==> config.mk <==
export PLATFORM = sky130hd
export DESIGN_NAME = intc_hub
export DESIGN_NICKNAME = d
export VERILOG_FILES = /design/src/rtl/intc_pkg.sv /design/src/rtl/intc_src_fsm.sv /design/src/rtl/intc_arbiter.sv /design/src/rtl/intc_hub.sv
export SDC_FILE = /design/constraint.sdc
export NUM_CORES = 2
export LEC_CHECK = 0
export ABC_AREA = 1
export BUFFER_PORTS_ARGS = -buffer_cell sky130_fd_sc_hd__buf_2
export CAP_MARGIN = 10
export CORE_ASPECT_RATIO = 1.5
export CORE_UTILIZATION = 60
export DETAILED_ROUTE_END_ITERATION = 16
export PLACE_DENSITY_LB_ADDON = 0.15
export SYNTH_ARGS = -nofsm -noshare
export SYNTH_HDL_FRONTEND = slang
export SYNTH_SLANG_ARGS = --single-unit
export TNS_END_PERCENT = 5
==> constraint.sdc <==
create_clock -name clk -period 236.7 [get_ports clk]
set_input_delay 47.34 -clock clk [delete_from_list [all_inputs] [get_ports clk]]
set_output_delay 47.34 -clock clk [all_outputs]
set_load 0.05 [all_outputs]
==> src/rtl/intc_pkg.sv <==
`timescale 1ns/1ps
package intc_pkg;
    // Register offsets (bytes)
    localparam int unsigned OFS_PEND   = 32'h0000_1000;
    localparam int unsigned OFS_EN     = 32'h0000_2080;
    localparam int unsigned OFS_THRESH = 32'h0020_1000;
    localparam int unsigned OFS_CLAIM  = 32'h0020_1004;

    typedef enum logic [1:0] {
        SRC_IDLE = 2'd0,
        SRC_PEND = 2'd1,
        SRC_SERV = 2'd2
    } src_state_t;
endpackage

==> src/rtl/intc_src_fsm.sv <==
`timescale 1ns/1ps
module intc_src_fsm
    import intc_pkg::*;
(
    input  logic clk,
    input  logic rst_n,
    input  logic lvl_i,
    input  logic sw_we_i,
    input  logic sw_val_i,
    input  logic claim_i,
    input  logic done_i,
    output logic pend_o,
    output logic serv_o
);
    src_state_t state_q, state_d;

    always_ff @(posedge clk) begin
        if (!rst_n) state_q <= SRC_IDLE;
        else        state_q <= state_d;
    end

    always_comb begin
        state_d = state_q;
        pend_o  = 1'b0;
        serv_o  = 1'b0;
        unique case (state_q)
            SRC_IDLE: begin
                if (sw_we_i)    state_d = sw_val_i ? SRC_PEND : SRC_IDLE;
                else if (lvl_i) state_d = SRC_PEND;
            end
            SRC_PEND: begin
                pend_o = 1'b1;
                if (claim_i)                   state_d = SRC_SERV;
                else if (sw_we_i && !sw_val_i) state_d = SRC_IDLE;
            end
            SRC_SERV: begin
                serv_o = 1'b1;
                if (done_i) state_d = SRC_IDLE;
            end
            default: state_d = SRC_IDLE;
        endcase
    end

    a_r6_claim_enters_service: assert property (@(posedge clk) disable iff (!rst_n)
        (claim_i && pend_o) |=> serv_o);
    a_r7_service_blocks_pending: assert property (@(posedge clk) disable iff (!rst_n)
        (serv_o && !done_i) |=> (serv_o && !pend_o));
    a_r7_complete_frees: assert property (@(posedge clk) disable iff (!rst_n)
        (serv_o && done_i) |=> !serv_o);
    a_r8_level_sets_pending: assert property (@(posedge clk) disable iff (!rst_n)
        (!pend_o && !serv_o && lvl_i && !sw_we_i) |=> pend_o);
    a_r8_pending_latches: assert property (@(posedge clk) disable iff (!rst_n)
        (pend_o && !claim_i && !sw_we_i) |=> pend_o);
endmodule

==> src/rtl/intc_arbiter.sv <==
`timescale 1ns/1ps
module intc_arbiter #(
    parameter int N    = 63,
    parameter int PW   = 3,
    parameter int IDW  = 6
) (
    input  logic [N:1]    pend_i,
    input  logic [N:1]    en_i,
    input  logic [PW-1:0] prio_i [1:N],
    input  logic [PW-1:0] thresh_i,
    output logic [IDW-1:0] win_id_o,
    output logic           win_any_o
);
    logic [PW-1:0] best_p;

    // Ascending scan with strict compare: lowest ID keeps a tie.
    always_comb begin
        best_p   = thresh_i;
        win_id_o = '0;
        for (int i = 1; i <= N; i++) begin
            if (pend_i[i] && en_i[i] && (prio_i[i] > best_p)) begin
                best_p   = prio_i[i];
                win_id_o = IDW'(i);
            end
        end
        win_any_o = (win_id_o != '0);
    end
endmodule

==> src/rtl/intc_hub.sv <==
`timescale 1ns/1ps
module intc_hub
    import intc_pkg::*;
#(
    parameter int SRC_CNT = 63,
    parameter int PRIO_W  = 3,
    parameter int ADDR_W  = 22
) (
    input  logic                clk,
    input  logic                rst_n,
    input  logic [SRC_CNT:1]    src_i,
    input  logic [ADDR_W-1:0]   bus_addr,
    input  logic                bus_we,
    input  logic                bus_re,
    input  logic [31:0]         bus_wdata,
    output logic [31:0]         bus_rdata,
    output logic                irq_o
);
    localparam int ID_W  = $clog2(SRC_CNT + 1);
    localparam int WORDS = (SRC_CNT + 32) / 32;
    localparam logic [ADDR_W-1:0] A_PEND   = ADDR_W'(OFS_PEND);
    localparam logic [ADDR_W-1:0] A_EN     = ADDR_W'(OFS_EN);
    localparam logic [ADDR_W-1:0] A_THRESH = ADDR_W'(OFS_THRESH);
    localparam logic [ADDR_W-1:0] A_CLAIM  = ADDR_W'(OFS_CLAIM);

    logic [PRIO_W-1:0] prio_q [1:SRC_CNT];
    logic [SRC_CNT:1]  en_q;
    logic [PRIO_W-1:0] thresh_q;
    logic [SRC_CNT:1]  pend_vec, serv_vec, claim_vec, done_vec, sw_we_vec;
    logic [ID_W-1:0]   win_id;
    logic              win_any;

    // ---------------- address decode ----------------
    logic              prio_hit, en_hit, pend_hit, claim_rd, claim_wr;
    logic [ID_W-1:0]   prio_id;
    logic [ADDR_W-1:0] en_off, pend_off;
    logic [ADDR_W-3:0] en_sel, pend_sel;

    always_comb begin
        en_off   = bus_addr - A_EN;
        pend_off = bus_addr - A_PEND;
        en_sel   = en_off[ADDR_W-1:2];
        pend_sel = pend_off[ADDR_W-1:2];
        prio_id  = bus_addr[ID_W+1:2];
        prio_hit = (bus_addr[1:0] == 2'b00) && (bus_addr[ADDR_W-1:ID_W+2] == '0)
                   && (prio_id != '0) && (int'(prio_id) <= SRC_CNT);
        en_hit   = (bus_addr[1:0] == 2'b00) && (bus_addr >= A_EN)
                   && (int'(en_sel) < WORDS);
        pend_hit = (bus_addr[1:0] == 2'b00) && (bus_addr >= A_PEND)
                   && (int'(pend_sel) < WORDS);
        claim_rd = bus_re && (bus_addr == A_CLAIM);
        claim_wr = bus_we && (bus_addr == A_CLAIM);
    end

    // ---------------- configuration registers ----------------
    always_ff @(posedge clk) begin
        if (!rst_n) begin
            for (int i = 1; i <= SRC_CNT; i++) prio_q[i] <= '0;
            en_q     <= '0;
            thresh_q <= '0;
        end else if (bus_we) begin
            for (int i = 1; i <= SRC_CNT; i++) begin
                if (prio_hit && (prio_id == ID_W'(i)))
                    prio_q[i] <= bus_wdata[PRIO_W-1:0];
                if (en_hit && (en_sel == (ADDR_W-2)'(i / 32)))
                    en_q[i] <= bus_wdata[i % 32];
            end
            if (bus_addr == A_THRESH) thresh_q <= bus_wdata[PRIO_W-1:0];
        end
    end

    // ---------------- per-source state machines ----------------
    for (genvar g = 1; g <= SRC_CNT; g++) begin : g_src
        assign claim_vec[g] = claim_rd && (win_id == ID_W'(g));
        assign done_vec[g]  = claim_wr && (bus_wdata == 32'(g));
        assign sw_we_vec[g] = bus_we && pend_hit && (pend_sel == (ADDR_W-2)'(g / 32));

        intc_src_fsm u_fsm (
            .clk      (clk),
            .rst_n    (rst_n),
            .lvl_i    (src_i[g]),
            .sw_we_i  (sw_we_vec[g]),
            .sw_val_i (bus_wdata[g % 32]),
            .claim_i  (claim_vec[g]),
            .done_i   (done_vec[g]),
            .pend_o   (pend_vec[g]),
            .serv_o   (serv_vec[g])
        );
    end

    intc_arbiter #(.N(SRC_CNT), .PW(PRIO_W), .IDW(ID_W)) u_arb (
        .pend_i    (pend_vec),
        .en_i      (en_q),
        .prio_i    (prio_q),
        .thresh_i  (thresh_q),
        .win_id_o  (win_id),
        .win_any_o (win_any)
    );

    assign irq_o = win_any;

    // ---------------- read mux ----------------
    logic [31:0] pend_word [WORDS];
    logic [31:0] en_word   [WORDS];

    always_comb begin
        for (int w = 0; w < WORDS; w++) begin
            pend_word[w] = '0;
            en_word[w]   = '0;
            for (int b = 0; b < 32; b++) begin
                if ((w * 32 + b) >= 1 && (w * 32 + b) <= SRC_CNT) begin
                    pend_word[w][b] = pend_vec[w * 32 + b];
                    en_word[w][b]   = en_q[w * 32 + b];
                end
            end
        end
        bus_rdata = '0;
        if (prio_hit)                    bus_rdata = 32'(prio_q[prio_id]);
        else if (pend_hit)               bus_rdata = pend_word[int'(pend_sel)];
        else if (en_hit)                 bus_rdata = en_word[int'(en_sel)];
        else if (bus_addr == A_THRESH)   bus_rdata = 32'(thresh_q);
        else if (bus_addr == A_CLAIM)    bus_rdata = 32'(win_id);
    end

    a_r6_idle_claim_zero: assert property (@(posedge clk) disable iff (!rst_n)
        (claim_rd && !irq_o) |-> (bus_rdata == 32'd0));
    a_r4_no_enable_no_irq: assert property (@(posedge clk) disable iff (!rst_n)
        (en_q == '0) |-> !irq_o);
    a_r3_irq_needs_candidate: assert property (@(posedge clk) disable iff (!rst_n)
        irq_o |-> ((pend_vec & en_q) != '0));
    a_r7_claim_only_pending: assert property (@(posedge clk) disable iff (!rst_n)
        $onehot0(claim_vec & pend_vec));
endmodule

-- Word-level counts from Yosys, hierarchy flattened
Cells that the tools add are included.
- output and inout port bits: 33
- bits in registers: 381
- word-level logic and storage cells: 1945
- mux-type cells: 612
- eq/ne operators: 508
- order comparisons: 70
- bitwise logic cells: 3
- reduce and logical (&&, ||, !) cells: 621
- add/sub/neg operators: 2
- operator list (kind ; number):
    32-bit by 6-bit == test with 1-bit output, second input constant ; 32
    2-bit two-way mux ; 317
    32-bit by 5-bit == test with 1-bit output, second input constant ; 16
    1-bit logical AND ; 391
    6-bit == test, second input constant ; 64
    2-bit one-hot mux with 3 select lines ; 63
    32-bit two-way mux ; 9
    32-bit by 4-bit == test with 1-bit output, second input constant ; 8
    3-bit two-way mux ; 68
    6-bit two-way mux ; 34
    6-bit by 5-bit == test with 1-bit output, second input constant ; 32
    3-bit greater-than comparator ; 63
    3-bit by 1-bit inequality test with 1-bit output, second input constant ; 63
    3-bit AND reduction ; 63
    3-bit inequality test, second input constant ; 52
    2-bit AND reduction ; 66
    32-bit by 3-bit == test with 1-bit output, second input constant ; 4
    2-bit zero test ; 64
    2-bit by 1-bit == test with 1-bit output, second input constant ; 63
    2-bit == test, second input constant ; 63
    2-bit by 1-bit inequality test with 1-bit output, second input constant ; 63
    6-bit by 4-bit == test with 1-bit output, second input constant ; 16
    1-bit two-way mux ; 96
    5-bit two-way mux ; 16
    23 further kinds ; 90

-- Depth between registers and ports, before layout
- word-level depth: 196
- gate-level depth with buffers: 527

-- Cells and area by module
From an unflattened synthesis, not the netlist that was laid out.
- cells, all modules: 5544
- area total of the unflattened synthesis: 31926.9 µm²
- modules (own cells, without submodules) (module ; cells each ; instances ; area each (µm²)):
    intc_hub ; 2423 ; 1 ; 14597.8
    intc_arbiter ; 1609 ; 1 ; 8973.6
    intc_src_fsm ; 24 ; 63 ; 132.6

-- Worst setup path before layout
Ideal clock, no wire load.
- kind: register -> output
- from: register thresh_q[2]
- to: output port bus_rdata[3]
- stages on the path, launching flop included: 477
- path slack: 124.312 ns
- arrival time: 65.048 ns
- cell sequence: dfxtp_1 -> inv_1 -> ha_1 -> nand2_1 -> nor2_2 -> nor2_4 -> nand2_4 -> o21ai_0 -> ha_1 -> o21ai_0 -> nand3_2 -> nand3_4 -> nand2_4 -> o21ai_0 -> ha_1 -> o21ai_0 -> nand3_1 -> nand3_1 -> [... 441 more ...] -> o21ai_1 -> ha_1 -> inv_1 -> nor2_1 -> o21a_1 -> o21ai_2 -> o21ai_0 -> ha_1 -> nand2_1 -> o21ai_0 -> nand4_1 -> nand2_1 -> inv_1 -> nand2_1 -> nor2_2 -> nand2_4 -> a21oi_1 -> a211oi_1
- longest elaborated chain between the ends: 194
- elaborated cells between the ends (all ways): 249
- classes of those cells: order compare (63); mux (123); reduce/logical (63)
- ends and longest elaborated chain (element ; RTL line ; RTL):
    start: declaration ; intc_hub.sv:28 ; logic [PRIO_W-1:0] thresh_q;
    start signal: assignment ; intc_hub.sv:68 ; if (bus_addr == A_THRESH) thresh_q <= bus_wdata[PRIO_W-1:0];
    3-bit greater-than comparator ; intc_arbiter.sv:21 ; if (pend_i[i] && en_i[i] && (prio_i[i] > best_p)) begin
    1-bit logical AND ; intc_arbiter.sv:21 ;
    3-bit two-way mux * ; intc_arbiter.sv:21 ;
    3-bit greater-than comparator ; intc_arbiter.sv:21 ;
    1-bit logical AND ; intc_arbiter.sv:21 ;
    3-bit two-way mux * ; intc_arbiter.sv:21 ;
    3-bit greater-than comparator ; intc_arbiter.sv:21 ;
    1-bit logical AND ; intc_arbiter.sv:21 ;
    [... 178 more ...] ; - ;
    3-bit greater-than comparator ; intc_arbiter.sv:21 ;
    1-bit logical AND ; intc_arbiter.sv:21 ;
    6-bit two-way mux * ; intc_arbiter.sv:21 ;
    6-bit two-way mux * ; intc_hub.sv:122 ; else if (bus_addr == A_CLAIM) bus_rdata = 32'(win_id);
    6-bit two-way mux * ; intc_hub.sv:121 ; else if (bus_addr == A_THRESH) bus_rdata = 32'(thresh_q);
    32-bit two-way mux * ; intc_hub.sv:120 ; else if (en_hit) bus_rdata = en_word[int'(en_sel)];
    32-bit two-way mux * ; intc_hub.sv:119 ; else if (pend_hit) bus_rdata = pend_word[int'(pend_sel)];
    32-bit two-way mux * ; intc_hub.sv:118 ; if (prio_hit) bus_rdata = 32'(prio_q[prio_id]);
    end: declaration ; intc_hub.sv:16 ; output logic [31:0] bus_rdata,
Mark *: on every way between the ends. The rest lies on a longest branch, timed or not.

-- Worst setup path in the final report
- from: register thresh_q[1]
- to: output port irq_o
- longest elaborated chain between the ends: 190
- elaborated cells between the ends (all ways): 252
- classes of those cells: order compare (63); mux (125); reduce/logical (64)
- ends and longest elaborated chain (element ; RTL line ; RTL):
    3-bit greater-than comparator ; intc_arbiter.sv:21 ;
    1-bit logical AND ; intc_arbiter.sv:21 ;
    3-bit two-way mux ; intc_arbiter.sv:21 ;
    3-bit greater-than comparator ; intc_arbiter.sv:21 ;
    1-bit logical AND ; intc_arbiter.sv:21 ;
    3-bit two-way mux ; intc_arbiter.sv:21 ;
    3-bit greater-than comparator ; intc_arbiter.sv:21 ;
    1-bit logical AND ; intc_arbiter.sv:21 ;
    [... 174 more ...] ; - ;
    3-bit two-way mux ; intc_arbiter.sv:21 ;
    3-bit greater-than comparator ; intc_arbiter.sv:21 ;
    1-bit logical AND ; intc_arbiter.sv:21 ;
    3-bit two-way mux ; intc_arbiter.sv:21 ;
    3-bit greater-than comparator ; intc_arbiter.sv:21 ;
    1-bit logical AND ; intc_arbiter.sv:21 ;
    6-bit two-way mux * ; intc_arbiter.sv:21 ;
    6-bit nonzero test * ; intc_arbiter.sv:26 ; win_any_o = (win_id_o != '0);
    end: declaration ; intc_hub.sv:17 ; output logic irq_o
Marks and branches as above.

==> impl_results.md <==
- Fin crit period: 120.59 ns
- Slew headroom: 20.9%
- Slew @ Worst Pin: 1.19 ns
- Seq cells post-synth: 381
- Slowest CP cell: o21ai_2
- # hold bufs at CTS: 0
- Worst Setup SP: thresh_q[1]$_SDFFE_PN0P_
- Avg Cell Area, Syn: 6.71 um2
- Die width: 180 um
- I/O pins: 154
- Post-synth EDFFs: 0
- Final slew viol count: 0
- Met3 wire len: 9060 um
- Critical Path RT: 189.36 ns
- Synth-to-Final Area Change: 7.29%
- Syn Nets: 4,450
- Via count: 30.2k
- WL/cell: 20.4 um
- Clk sinks: 381
- Util after Layout: 65.5%
- Part of the Yosys area used for sequential elements: 26.7%
- Total wire length: 101,000 um
- P_leak: 13.3 nW
- Worst Skew: 0.0332 ns
- Total gr overflow: 0
- Top sig layer: met5
- # resized after CTS: 0
- Number of global-route vias before repair: 28.6k
- Antenna Nets Post-Route: 0
- Ratio of cells with drive above 1 in the final layout: 16.0%
- Pwr per Cell Area: 4.86 nW/um2
- Post-synth top area cell: dfxtp_1
- Synth top area share: 26.7%
- Hold Violations, Final: 0
- Post-Layout Cell Count: 4,938
- Die area: 48,500 um2
- Nets: 4,505
- CP peak stage delay: 0.47 ns
- Drt drc: 0
- Min-delay src: en_q[31]$_SDFFE_PN0P_
- Setup TNS: 0 ns
- Max-Cap Viols: 0
- Initial Util: 61.0%
- FFs w/ async S/R, synth: 0%
- Initial antenna violation count: 2
- Most common flop cell mapped by yosys: dfxtp_1
- Routability cong.: 1.05
- Total GRT Usage: 40.8%
- IO buf count: 153
- Initial DRC Count: 2,855
- Root Buffer: clkbuf_16
- Status: finished clean
- CTS tree: done
- Synth area leaders: dfxtp_1 27%, nand2_1 8.1%, inv_1 8.1%, nor2_1 6.9%, o21ai_0 6.5%
- Clock Latency Late Sink: 0.59 ns
- CP endpoint kind: output pin
- Unrepaired setup endpoints after global routing: false
- Largest net degree at the start of global routing: 117
- DRT met1 WL: 36,900 um
- Placed Cells: 4,864
- Core area: 46,800 um2
- Hold Crit Class: reg -> reg
- Post-CTS setup buffer count: 0
- Worst-path fanout max: 16
- Startpoint Class: flip-flop
- # setup viols final: 0
- Mapped Area: 28,600 um2
- Yosys Warn Count: 0
- Die height: 269 um
- Drt first pass iters: 8
- Fmax: 0.00829 GHz
- Final period util: 50.9%
- Worst hold slack: 0.482 ns
- Global-route wire length before repair: 155,000 um
- CTS clk-pin slew, worst paths: 0.07 ns
- DR WL met2: 45,600 um
- Rows: 97
- Reg2reg start: thresh_q[1]$_SDFFE_PN0P_
- Worst Path Class, Setup: reg -> out
- Crit path DAT: 73.26 ns
- Post-DP HPWL: 73,500 um
- Synthesized instance count: 4,258
- H-tree depth: 2
- Num CTS Buffers: 41
- Vias/cell: 6.12
- Clock Tree Buf Depth: 3
- Distinct cells, synth: 81
- Peak VDD IR: 0.00000697 V
[layout by cell type (no fill, tap or decap), drive strengths merged, types with 10 or more instances in the layout]
cell and instances:
o32ai 16, clkbuf 59, buf 177, nand4 43
o21a 11, clkinv 24, nand3 326, or4 10
nor4 12, o22ai 20, dfxtp 381, a22oi 40
a221oi 12, o221ai 35, a21oi 230, o21ai 432
o41ai 59, or2 24, nor3 33, nand2 800
nor2 541, a21boi 13, inv 660, ha 71
a211oi 192, o21bai 15, o211ai 57
[cell families (layout without fill, tap and decap cells)]
logic type | Yosys count | count (layout) | synth area share [%]
AND/OR/NAND/NOR | 1805 | 1805 | 31.3
AO/OA/AOI/OAI | 1155 | 1155 | 26.0
buffers and inverters | 845 | 930 | 12.9
flip-flops | 381 | 381 | 26.7
adder cells (fa/ha/maj) | 71 | 71 | 3.11
XOR/XNOR | 1 | 1 | 0.0306
other | 0 | 1 | 0
[power breakdown]
part / switching [mW] / internal [mW]
registers: 0.000991 / 0.0653
logic: 0.00967 / 0.00418
clock network: 0.0293 / 0.0395
[final cells by class]
class / count / area [um2]
Inverter: 680 / 2620
Clock buffer: 59 / 1220
Fill cell: 4374 / 16200
Sequential cell: 381 / 7630
Multi-Input combinational cell: 3032 / 17300
Clock inverter: 14 / 186
Antenna cell: 1 / 2.50
Timing Repair Buffer: 177 / 948
Tap cell: 594 / 743
[metal layers]
metal  vias up  GRT usage [%]
met4         2           33.2
met3       442           6.21
met1     13700           47.0
met2      1522           67.1
met5         -              0
li1      14500              -
[flip-flops by register name (all words and copies together), names as in the netlist]
register	cells
prio_q	189
en_q	63
thresh_q	3
g_src.u_fsm.state_q	126
[worst paths after layout]
kind	end	slack (ns)	cells after the start
setup / recovery	irq_o	116.11	473
hold / removal	en_q[31]$_SDFFE_PN0P_	0.48	2
setup reg to reg	g_src[56].u_fsm.state_q[0]$_SDFFE_PN0P_	163.67	476
hold reg to reg	en_q[31]$_SDFFE_PN0P_	0.48	2
[stage by stage]
step / area (um2) / setup slack, ns / total power [mW]
2_1_floorplan: 28600 / 124.31 / 0.0763
3_3_place_gp: 29300 / 118.85 / 0.0808
3_5_place_dp: 29300 / 117.11 / 0.0810
4_1_cts: 30700 / 116.34 / 0.149
5_1_grt: 30700 / 108.91 / 0.153
6_report: 30700 / 116.11 / 0.149
[worst max-delay path: cells and delay by family, from the launching register on]
family          cells  cell delay, ns
fa+ha+maj          63           18.07
flops               1            0.40
buf+inv            78            6.02
simple gates      234           25.93
compound gates     98           22.04
[synth_stat cells, types with 57 or more instances]
cell type  number
nand2_1       619
inv_1         613
nor2_1        528
dfxtp_1       381
o21ai_0       372
nand3_1       234
a21oi_1       210
a211oi_1      184
nand2_2       151
clkbuf_1      112
nand3_2        84
ha_1           71
o41ai_1        59
o211ai_1       57
Power figures use the tool's default switching activity.
